$ cat config.mk
export PLATFORM = sky130hd
export DESIGN_NAME = sync_pulse_gen
export DESIGN_NICKNAME = d
export VERILOG_FILES = /design/src/rtl/sps_pkg.sv /design/src/rtl/sps_sequencer.sv /design/src/rtl/sps_shaper.sv /design/src/rtl/sps_status.sv /design/src/rtl/sync_pulse_gen.sv
export SDC_FILE = /design/constraint.sdc
export NUM_CORES = 1
export LEC_CHECK = 0
export ABC_AREA = 1
export ABC_CLOCK_PERIOD_IN_PS = 5520
export BUFFER_PORTS_ARGS = -buffer_cell sky130_fd_sc_hd__buf_2
export CAP_MARGIN = 20
export CELL_PAD_IN_SITES_DETAIL_PLACEMENT = 0
export CELL_PAD_IN_SITES_GLOBAL_PLACEMENT = 1
export CORE_ASPECT_RATIO = 0.9
export CORE_MARGIN = 1
export CORE_UTILIZATION = 43
export DETAILED_ROUTE_END_ITERATION = 8
export PLACE_DENSITY = 0.86
export REMOVE_ABC_BUFFERS = 1
export SLEW_MARGIN = 20
export SYNTH_ARGS = -nofsm -noshare
export SYNTH_HDL_FRONTEND = slang
export SYNTH_SLANG_ARGS = --single-unit
$ cat constraint.sdc
create_clock -name clk -period 5.52 [get_ports clk]
set_clock_uncertainty 0.2 [all_clocks]
set_input_delay 0.276 -clock clk [delete_from_list [all_inputs] [get_ports clk]]
set_output_delay 0.276 -clock clk [all_outputs]
set_load 0.1 [all_outputs]
$ cat src/rtl/sps_pkg.sv
// Shared definitions for the compare-triggered pulse generator.
// Assumes nothing beyond IEEE 1800-2017 packages.
package sps_pkg;
    localparam int CTRL_GLOBAL_BIT = 0;
    localparam int CTRL_OUT_BIT    = 1;

    typedef enum logic [1:0] {
        SEQ_IDLE   = 2'd0,
        SEQ_DELAY  = 2'd1,
        SEQ_REPEAT = 2'd2
    } seq_state_e;
endpackage

$ cat src/rtl/sps_sequencer.sv
// Decides when a pulse starts. It accepts a compare strobe only when idle
// and no pulse is high. It counts the start delay, then the repeat interval
// in periodic mode. Output launch is a combinational one-cycle strobe.
// Assumes the configuration is held stable while enabled.
module sps_sequencer
    import sps_pkg::*;
#(
    parameter int CW = 16
) (
    input  logic          clk,
    input  logic          rst_n,
    input  logic          run_en,
    input  logic          cmp_evt,
    input  logic          pulse_busy,
    input  logic [CW-1:0] start_delay,
    input  logic [CW-1:0] period,
    output logic          launch
);
    localparam logic [CW-1:0] ONE = CW'(1);

    seq_state_e    state_q, state_d;
    logic [CW-1:0] cnt_q, cnt_d;

    // Next-state and launch decision
    always_comb begin
        state_d = state_q;
        cnt_d   = cnt_q;
        launch  = 1'b0;
        if (!run_en) begin
            state_d = SEQ_IDLE;
            cnt_d   = '0;
        end else begin
            case (state_q)
                SEQ_IDLE: begin
                    if (cmp_evt && !pulse_busy) begin
                        if (start_delay == '0) begin
                            launch = 1'b1;
                            if (period != '0) begin
                                state_d = SEQ_REPEAT;
                                cnt_d   = period - ONE;
                            end
                        end else begin
                            state_d = SEQ_DELAY;
                            cnt_d   = start_delay - ONE;
                        end
                    end
                end
                SEQ_DELAY: begin
                    if (cnt_q == '0) begin
                        launch = 1'b1;
                        if (period != '0) begin
                            state_d = SEQ_REPEAT;
                            cnt_d   = period - ONE;
                        end else begin
                            state_d = SEQ_IDLE;
                        end
                    end else begin
                        cnt_d = cnt_q - ONE;
                    end
                end
                SEQ_REPEAT: begin
                    if (period == '0) begin
                        state_d = SEQ_IDLE;
                    end else if (cnt_q == '0) begin
                        launch = 1'b1;
                        cnt_d  = period - ONE;
                    end else begin
                        cnt_d = cnt_q - ONE;
                    end
                end
                default: state_d = SEQ_IDLE;
            endcase
        end
    end

    // State and counter registers
    always_ff @(posedge clk) begin
        if (!rst_n) begin
            state_q <= SEQ_IDLE;
            cnt_q   <= '0;
        end else begin
            state_q <= state_d;
            cnt_q   <= cnt_d;
        end
    end
endmodule

$ cat src/rtl/sps_shaper.sv
// Holds the output high for the programmed width after each launch.
// A width of 0 is treated as 1. A disable clears the pulse on the next edge.
module sps_shaper #(
    parameter int CW = 16
) (
    input  logic          clk,
    input  logic          rst_n,
    input  logic          run_en,
    input  logic          launch,
    input  logic [CW-1:0] pulse_width,
    output logic          pulse_q
);
    localparam logic [CW-1:0] ONE = CW'(1);

    logic [CW-1:0] wcnt_q;
    logic [CW-1:0] width_m1;

    // Remaining high cycles after the first one
    always_comb width_m1 = (pulse_width == '0) ? '0 : pulse_width - ONE;

    // Pulse level and width counter
    always_ff @(posedge clk) begin
        if (!rst_n || !run_en) begin
            pulse_q <= 1'b0;
            wcnt_q  <= '0;
        end else if (launch) begin
            pulse_q <= 1'b1;
            wcnt_q  <= width_m1;
        end else if (pulse_q) begin
            if (wcnt_q == '0) pulse_q <= 1'b0;
            else              wcnt_q  <= wcnt_q - ONE;
        end
    end
endmodule

$ cat src/rtl/sps_status.sv
// Sticky launch flag with write-1 clear. A launch has priority over a clear.
module sps_status (
    input  logic clk,
    input  logic rst_n,
    input  logic launch,
    input  logic stat_clr,
    output logic stat_q
);
    // Set on launch, clear on strobe, otherwise hold
    always_ff @(posedge clk) begin
        if (!rst_n)        stat_q <= 1'b0;
        else if (launch)   stat_q <= 1'b1;
        else if (stat_clr) stat_q <= 1'b0;
    end
endmodule

$ cat src/rtl/sync_pulse_gen.sv
// Top of the compare-triggered pulse generator. It joins the launch
// sequencer, the width shaper and the sticky status. The output is gated
// combinationally by the enables so that a disable acts in the same cycle.
module sync_pulse_gen
    import sps_pkg::*;
#(
    parameter int CW = 16
) (
    input  logic          clk,
    input  logic          rst_n,
    input  logic [1:0]    sync_ctrl,
    input  logic [CW-1:0] pulse_width,
    input  logic [CW-1:0] period,
    input  logic [CW-1:0] start_delay,
    input  logic          cmp1_evt,
    input  logic          stat_clr,
    output logic          sync_out,
    output logic          stat_sticky
);
    logic run_en;
    logic launch;
    logic pulse_q;

    // Both enable bits are needed for any activity
    always_comb run_en = sync_ctrl[CTRL_GLOBAL_BIT] & sync_ctrl[CTRL_OUT_BIT];

    sps_sequencer #(.CW(CW)) u_seq (
        .clk        (clk),
        .rst_n      (rst_n),
        .run_en     (run_en),
        .cmp_evt    (cmp1_evt),
        .pulse_busy (pulse_q),
        .start_delay(start_delay),
        .period     (period),
        .launch     (launch)
    );

    sps_shaper #(.CW(CW)) u_shape (
        .clk        (clk),
        .rst_n      (rst_n),
        .run_en     (run_en),
        .launch     (launch),
        .pulse_width(pulse_width),
        .pulse_q    (pulse_q)
    );

    sps_status u_stat (
        .clk     (clk),
        .rst_n   (rst_n),
        .launch  (launch),
        .stat_clr(stat_clr),
        .stat_q  (stat_sticky)
    );

    // Immediate stop on disable
    always_comb sync_out = pulse_q & run_en;
endmodule

==> impl_metrics.json, run 1 <==
{
  "worstHoldPathType": "input pin to register",
  "vias_per_cell": 5.34,
  "cts.path.max_buffers": 2,
  "max_freq_ghz": 0.324,
  "netlist_area_um2": 4720,
  "area_growth_pct": 10.3,
  "drc": 0,
  "status": "finished, final reports clean",
  "first_pass_iters": 5,
  "pwr-share-comb_pct": 28.3,
  "use_met2_pct": 42.3,
  "clock_sinks": 36,
  "use_met3_pct": 3.83,
  "core-area_um2": 10500,
  "synthTopCellsByArea": "nand2_1, dfxtp_1, nor2_1",
  "dominantRegCellSynth": "dfxtp_1",
  "initial_utilization_pct": 45.1,
  "grt_usage_pct": 27.6,
  "p_leak_uw": 0.00276,
  "routabilityCongestion": 0.938,
  "num-fill-cells": 1153,
  "root_buffer": "clkbuf_16",
  "critPathLaunchType": "register",
  "r2r_start": "u_seq.cnt_q[0]$_SDFFE_PN0P_",
  "min-delay-start": "rst_n",
  "finish.instance_area_um2": 5210,
  "cap_violations": 0,
  "p_int_uw": 553,
  "postCtsSetupBuffers": 0,
  "dp_hpwl_mm": 11.9,
  "grt_overflow": 0,
  "yosysWarnings": 0,
  "synthDistinctLibCells": 34,
  "final.setup.tns_ns": 0,
  "r2r_slack_ns": 2.44,
  "synthTopCellsByCount": "nand2_1, nor2_1, inv_1, nand3_1, o21ai_0",
  "swShare_pct": 34.3,
  "grt_use_met1_pct": 40.7,
  "hold_path_end": "u_stat.stat_q$_SDFFE_PN0P_",
  "synth_top_area_share_pct": 19.1,
  "end_kind": "register",
  "drive_above_1_share_pct": 10.0,
  "hold_viol_final": 0,
  "io_pins": 56,
  "slew_headroom_pct": 48.1,
  "worstMarginPinSlew_ns": 0.777,
  "netSwitchingPower_uw": 288,
  "grt_max_degree": 30,
  "ir_worst_vdd_v": 0.000116,
  "hold_buffers": 0,
  "synth.most_common_cell": "nand2_1",
  "num_rows": 35,
  "dr_total_vias": 5643,
  "cp_max_fo": 16,
  "seq_power_share_pct": 32.0,
  "setup_viol": 0,
  "placedInstanceArea_um2": 5040,
  "wirelength_mm": 15.2,
  "fp.dieArea_um2": 11400,
  "syn_inst": 889,
  "syn_area_per_cell_um2": 5.31,
  "r2r_cells": 11,
  "rsz0062_at_grt": "no",
  "drv_slew": 0,
  "min_period_ns": 3.08,
  "crit_type": "register to register",
  "r2r_end": "u_seq.state_q[0]$_SDFFE_PN0P_",
  "clk_pin_slew_ns": 0.06,
  "cts_tree": "done",
  "routedWlPerCell_um": 14.4,
  "antenna_found_initial": 0,
  "holdPathStages": 3,
  "grt_pass1_wl_mm": 25.0,
  "regArea_um2": 721,
  "cts_htree_levels": 2,
  "busiest_layer": "met2",
  "fin_nets": 994,
  "die_y_um": 101,
  "grt_pass1_vias": 5103,
  "startpoint": "u_seq.cnt_q[0]$_SDFFE_PN0P_",
  "powerDensity_nw_per_um2": 161,
  "ys_ff_latch": 36,
  "required_ns": 5.50,
  "numPortBuffers": 55,
  "ys_seq_area_share_pct": 15.3,
  "synth-edff-count": 0,
  "insertedDiodeCount": 0,
  "ctsResizeCount": 0,
  "drtIter0Drc": 547,
  "period_share_pct": 55.9,
  "cp.arrival_ns": 3.07,
  "die-width_um": 112,
  "async_reset_ff_share_pct": 0,
  "clkPwrFrac_pct": 39.7,
  "yosys.area.top_type": "nand2_1",
  "ant_nets": 0,
  "clk_latency_ns": 0.29,
  "cts_made_buffers": 5,
  "multi_input_comb_area_um2": 3410
}
metal layers:
metal / routed length, µm / vias to the layer above
met2: 6210 / 223
met1: 7600 / 2500
met5: 0 / -
met3: 1230 / 14
li1: - / 2906
met4: 147 / 0
cell type report:
class | instances | share of cell area, %
multi-input cells | 703 | 65.4
flip-flops and latches | 36 | 13.8
inverters | 124 | 8.94
repair buffers | 57 | 5.57
well taps | 129 | 3.10
clock buffers | 6 | 2.47
clock inverters | 2 | 0.673
kinds of logic (layout without fill, tap and decap cells):
logic type               Yosys count  count (layout)  synth area share, %
AND/OR/NAND/NOR                  541             541                 49.5
XOR/XNOR                          34              34                 6.30
flip-flops                        36              36                 15.3
AO/OA/AOI/OAI                    115             115                 12.8
adder cells (fa/ha/maj)           13              13                 3.44
buffers and inverters            150             189                 12.6
placed cells by master (no fill, tap or decap), types with 3 or more instances in the layout:
cell and instances:
nand3_2 8, nor2_1 148, buf_2 55, ha_1 13
xor2_1 27, nand4_1 18, o21ai_0 57, nor2_2 3
nand3_1 103, nor3_1 7, inv_2 9, nand2_1 240
nor2_4 3, a21oi_1 45, xnor2_1 7, a31oi_1 5
dfxtp_1 36, inv_1 114, o211ai_1 4, nand3b_1 4
clkbuf_16 5
worst max-delay path by stage:
| stage | end | slack (ns) | cells after the start |
|---|---|---|---|
| after floorplan | u_shape.wcnt_q[14]$_SDFFE_PN0P_ | 3.16 | 12 |
| after global placement | u_shape.wcnt_q[1]$_SDFFE_PN0P_ | 2.56 | 12 |
| after detailed placement | u_shape.wcnt_q[1]$_SDFFE_PN0P_ | 2.53 | 12 |
| after CTS | u_seq.state_q[0]$_SDFFE_PN0P_ | 2.55 | 11 |
| after global routing | u_seq.state_q[0]$_SDFFE_PN0P_ | 2.28 | 11 |
| final | u_seq.state_q[0]$_SDFFE_PN0P_ | 2.44 | 11 |
stage by stage:
| step | hold WS (ns) | utilization (%) | total power (µW) | setup WS [ns] | cells |
|---|---|---|---|---|---|
| 4_1_cts | 0.0254 | 49.8 | 841 | 2.55 | 1057 |
| 6_report | 0.0333 | 49.8 | 841 | 2.44 | 1057 |
| 3_3_place_gp | 0.249 | 48.2 | 505 | 2.56 | 1049 |
| 5_1_grt | 0.0767 | 49.8 | 883 | 2.28 | 1057 |
| 2_1_floorplan | 0.208 | - | 426 | 3.16 | 863 |
| 3_5_place_dp | 0.265 | 48.2 | 507 | 2.53 | 1049 |
power by group through the flow:
stage               Combinational, µW  Clock [µW]  Sequential (µW)
floorplan                         152           0              273
global placement                  230           0              275
detailed placement                232           0              275
CTS                               233         338              269
global route                      267         346              270
finish                            238         334              269
state kept, by name (all words and copies together) (netlist names):
register	count
u_seq.cnt_q	16
u_seq.state_q	2
u_shape.pulse_q	1
u_shape.wcnt_q	16
u_stat.stat_q	1
critical path: stages (launching register included):
cell,delay [ns]
dfxtp_1,0.33
inv_1,0.14
ha_1,0.19
nand2_1,0.07
nor2_1,0.12
nand3_1,0.55
nand2_1,0.73
nand3_1,0.17
a21oi_2,0.21
o21ai_0,0.10
o21ai_0,0.10
nor2_1,0.06
Power figures use the tool's default switching activity.
==> run 2, diff against run 1 <==
--- a/config.mk
+++ b/config.mk
@@ -6,16 +6,16 @@
 export NUM_CORES = 1
 export LEC_CHECK = 0
 export ABC_AREA = 1
-export ABC_CLOCK_PERIOD_IN_PS = 5520
+export ABC_CLOCK_PERIOD_IN_PS = 2750
 export BUFFER_PORTS_ARGS = -buffer_cell sky130_fd_sc_hd__buf_2
 export CAP_MARGIN = 20
 export CELL_PAD_IN_SITES_DETAIL_PLACEMENT = 0
 export CELL_PAD_IN_SITES_GLOBAL_PLACEMENT = 1
 export CORE_ASPECT_RATIO = 0.9
 export CORE_MARGIN = 1
-export CORE_UTILIZATION = 43
+export CORE_UTILIZATION = 36
 export DETAILED_ROUTE_END_ITERATION = 8
-export PLACE_DENSITY = 0.86
+export PLACE_DENSITY = 0.77
 export REMOVE_ABC_BUFFERS = 1
 export SLEW_MARGIN = 20
 export SYNTH_ARGS = -nofsm -noshare
==> constraint.sdc (replaced) <==
create_clock -name clk -period 2.75 [get_ports clk]
set_clock_uncertainty 0.2 [all_clocks]
set_input_delay 0.1375 -clock clk [delete_from_list [all_inputs] [get_ports clk]]
set_output_delay 0.1375 -clock clk [all_outputs]
set_load 0.1 [all_outputs]
==> impl_metrics.json, run 2 (synthesis results as in run 1) <==
{
  "largest_registers": "u_seq.cnt_q (16), u_shape.wcnt_q (16), u_seq.state_q (2)",
  "die_y_um": 111,
  "slew_headroom_pct": 57.2,
  "cts_made_buffers": 5,
  "clock_sinks": 36,
  "final.setup.tns_ns": 0,
  "dp_hpwl_mm": 12.4,
  "cts_tree": "done",
  "root_buffer": "clkbuf_16",
  "num_rows": 39,
  "routabilityCongestion": 0.910,
  "ant_nets": 0,
  "wl_met3_mm": 1.09,
  "worstMarginPinSlew_ns": 0.641,
  "r2r_end": "u_stat.stat_q$_SDFFE_PN0P_",
  "numPortBuffers": 55,
  "status": "finished, final reports clean",
  "grt_pass1_wl_mm": 25.7,
  "startpoint": "u_seq.cnt_q[0]$_SDFFE_PN0P_",
  "r2r_start": "u_seq.cnt_q[0]$_SDFFE_PN0P_",
  "die-width_um": 123,
  "powerDensity_nw_per_um2": 317,
  "drtIter0Drc": 374,
  "wirelength_mm": 15.6,
  "postCtsSetupBuffers": 0,
  "drive_above_1_share_pct": 11.5,
  "dr_total_vias": 5623,
  "grt_max_degree": 33,
  "vias_per_cell": 5.07,
  "cap_violations": 0,
  "ir_worst_vdd_v": 0.000175,
  "worstHoldPathType": "input pin to register",
  "top_layer": "met4",
  "p_leak_uw": 0.00285,
  "cts_htree_levels": 2,
  "grt_usage_pct": 23.9,
  "met1_length_mm": 7.83,
  "r2r_slack_ns": 0.28,
  "first_pass_iters": 5,
  "area_growth_pct": 14.2,
  "crit_type": "register to register",
  "drc": 0,
  "min_period_ns": 2.47,
  "wl_met2_mm": 6.40,
  "clk_pin_slew_ns": 0.06,
  "cts.path.max_buffers": 2,
  "critPathLaunchType": "register",
  "total_power_uw": 1710,
  "r2r_cells": 11,
  "clk_latency_ns": 0.29,
  "rsz0062_at_grt": "no",
  "core-area_um2": 12700,
  "grt_pass1_vias": 5159,
  "required_ns": 2.78,
  "period_share_pct": 90.0,
  "fp.dieArea_um2": 13600,
  "cp.arrival_ns": 2.51,
  "final_common_cell": "nand2_1",
  "max_freq_ghz": 0.404,
  "num-fill-cells": 1439,
  "cp_max_fo": 16,
  "routedWlPerCell_um": 14.0,
  "end_kind": "register",
  "final_cell_mix": "nand2_1, nor2_1, inv_1",
  "drv_slew": 0,
  "initial_utilization_pct": 37.1,
  "grt_overflow": 0,
  "crit_end": "u_stat.stat_q$_SDFFE_PN0P_",
  "insertedDiodeCount": 0,
  "hold_viol_final": 0,
  "setup_viol": 0,
  "io_pins": 56,
  "antenna_found_initial": 0,
  "fin_nets": 1011
}
run 2: area by class of cell:
type | instances | area, µm² | share of cell area, %
Clock inverter | 2 | 35.0 | 0.650
Sequential cell | 36 | 721 | 13.4
Timing Repair Buffer | 74 | 423 | 7.84
Multi-Input combinational cell | 703 | 3410 | 63.3
Inverter | 124 | 465 | 8.63
Tap cell | 164 | 205 | 3.81
Clock buffer | 6 | 129 | 2.39
run 2: critical path, cell delays in order (launching register included):
cell	delay [ns]
dfxtp_1	0.32
inv_1	0.11
ha_1	0.20
inv_1	0.05
nor2_1	0.14
nand2_1	0.11
nor2_4	0.13
nand2_1	0.09
nand3_4	0.19
nand2_4	0.17
a21oi_1	0.16
dlygate4sd3_1	0.54
run 2: layer usage:
metal  vias to the layer above  GRT usage (%)
met5                         -              0
met4                         0           6.18
met3                        19           3.91
met2                       185           34.9
met1                      2476           35.8
li1                       2943              -
run 2: timing repair:
item                                    4_1_cts  5_1_grt
gates resized for setup                       0        1
hold buffers                                  2        0
hold endpoints to repair                      1        0
endpoints found under the setup margin        0        1
run 2: worst min-delay path by stage:
stage                        start                        endpoint  slack, ns  depth (start not counted)
floorplan                    rst_n      u_stat.stat_q$_SDFFE_PN0P_       0.07                          2
global placement          stat_clr      u_stat.stat_q$_SDFFE_PN0P_       0.26                          4
detailed placement        stat_clr      u_stat.stat_q$_SDFFE_PN0P_       0.23                          4
CTS                 pulse_width[0]  u_shape.wcnt_q[0]$_SDFFE_PN0P_       0.10                          6
global route        pulse_width[2]  u_shape.wcnt_q[2]$_SDFFE_PN0P_       0.17                          5
finish              pulse_width[7]  u_shape.wcnt_q[7]$_SDFFE_PN0P_       0.11                          6
run 2: power breakdown:
part / internal (µW) / switching [µW]
clock: 427 / 242
sequential: 529 / 10.6
combinational: 167 / 332
total: 1120 / 584
run 2: stage by stage:
step                      hold slack (ns)  setup slack (ns)  instances  utilization, %  area, µm²
after floorplan                    0.0690             0.390        863               -       4590
after global placement              0.259             0.413       1099            40.9       5200
after detailed placement            0.227             0.345       1099            40.9       5200
after CTS                           0.100             0.182       1109            42.3       5390
after global routing                0.168            0.0605       1109            42.3       5390
final                               0.106             0.275       1109            42.3       5390
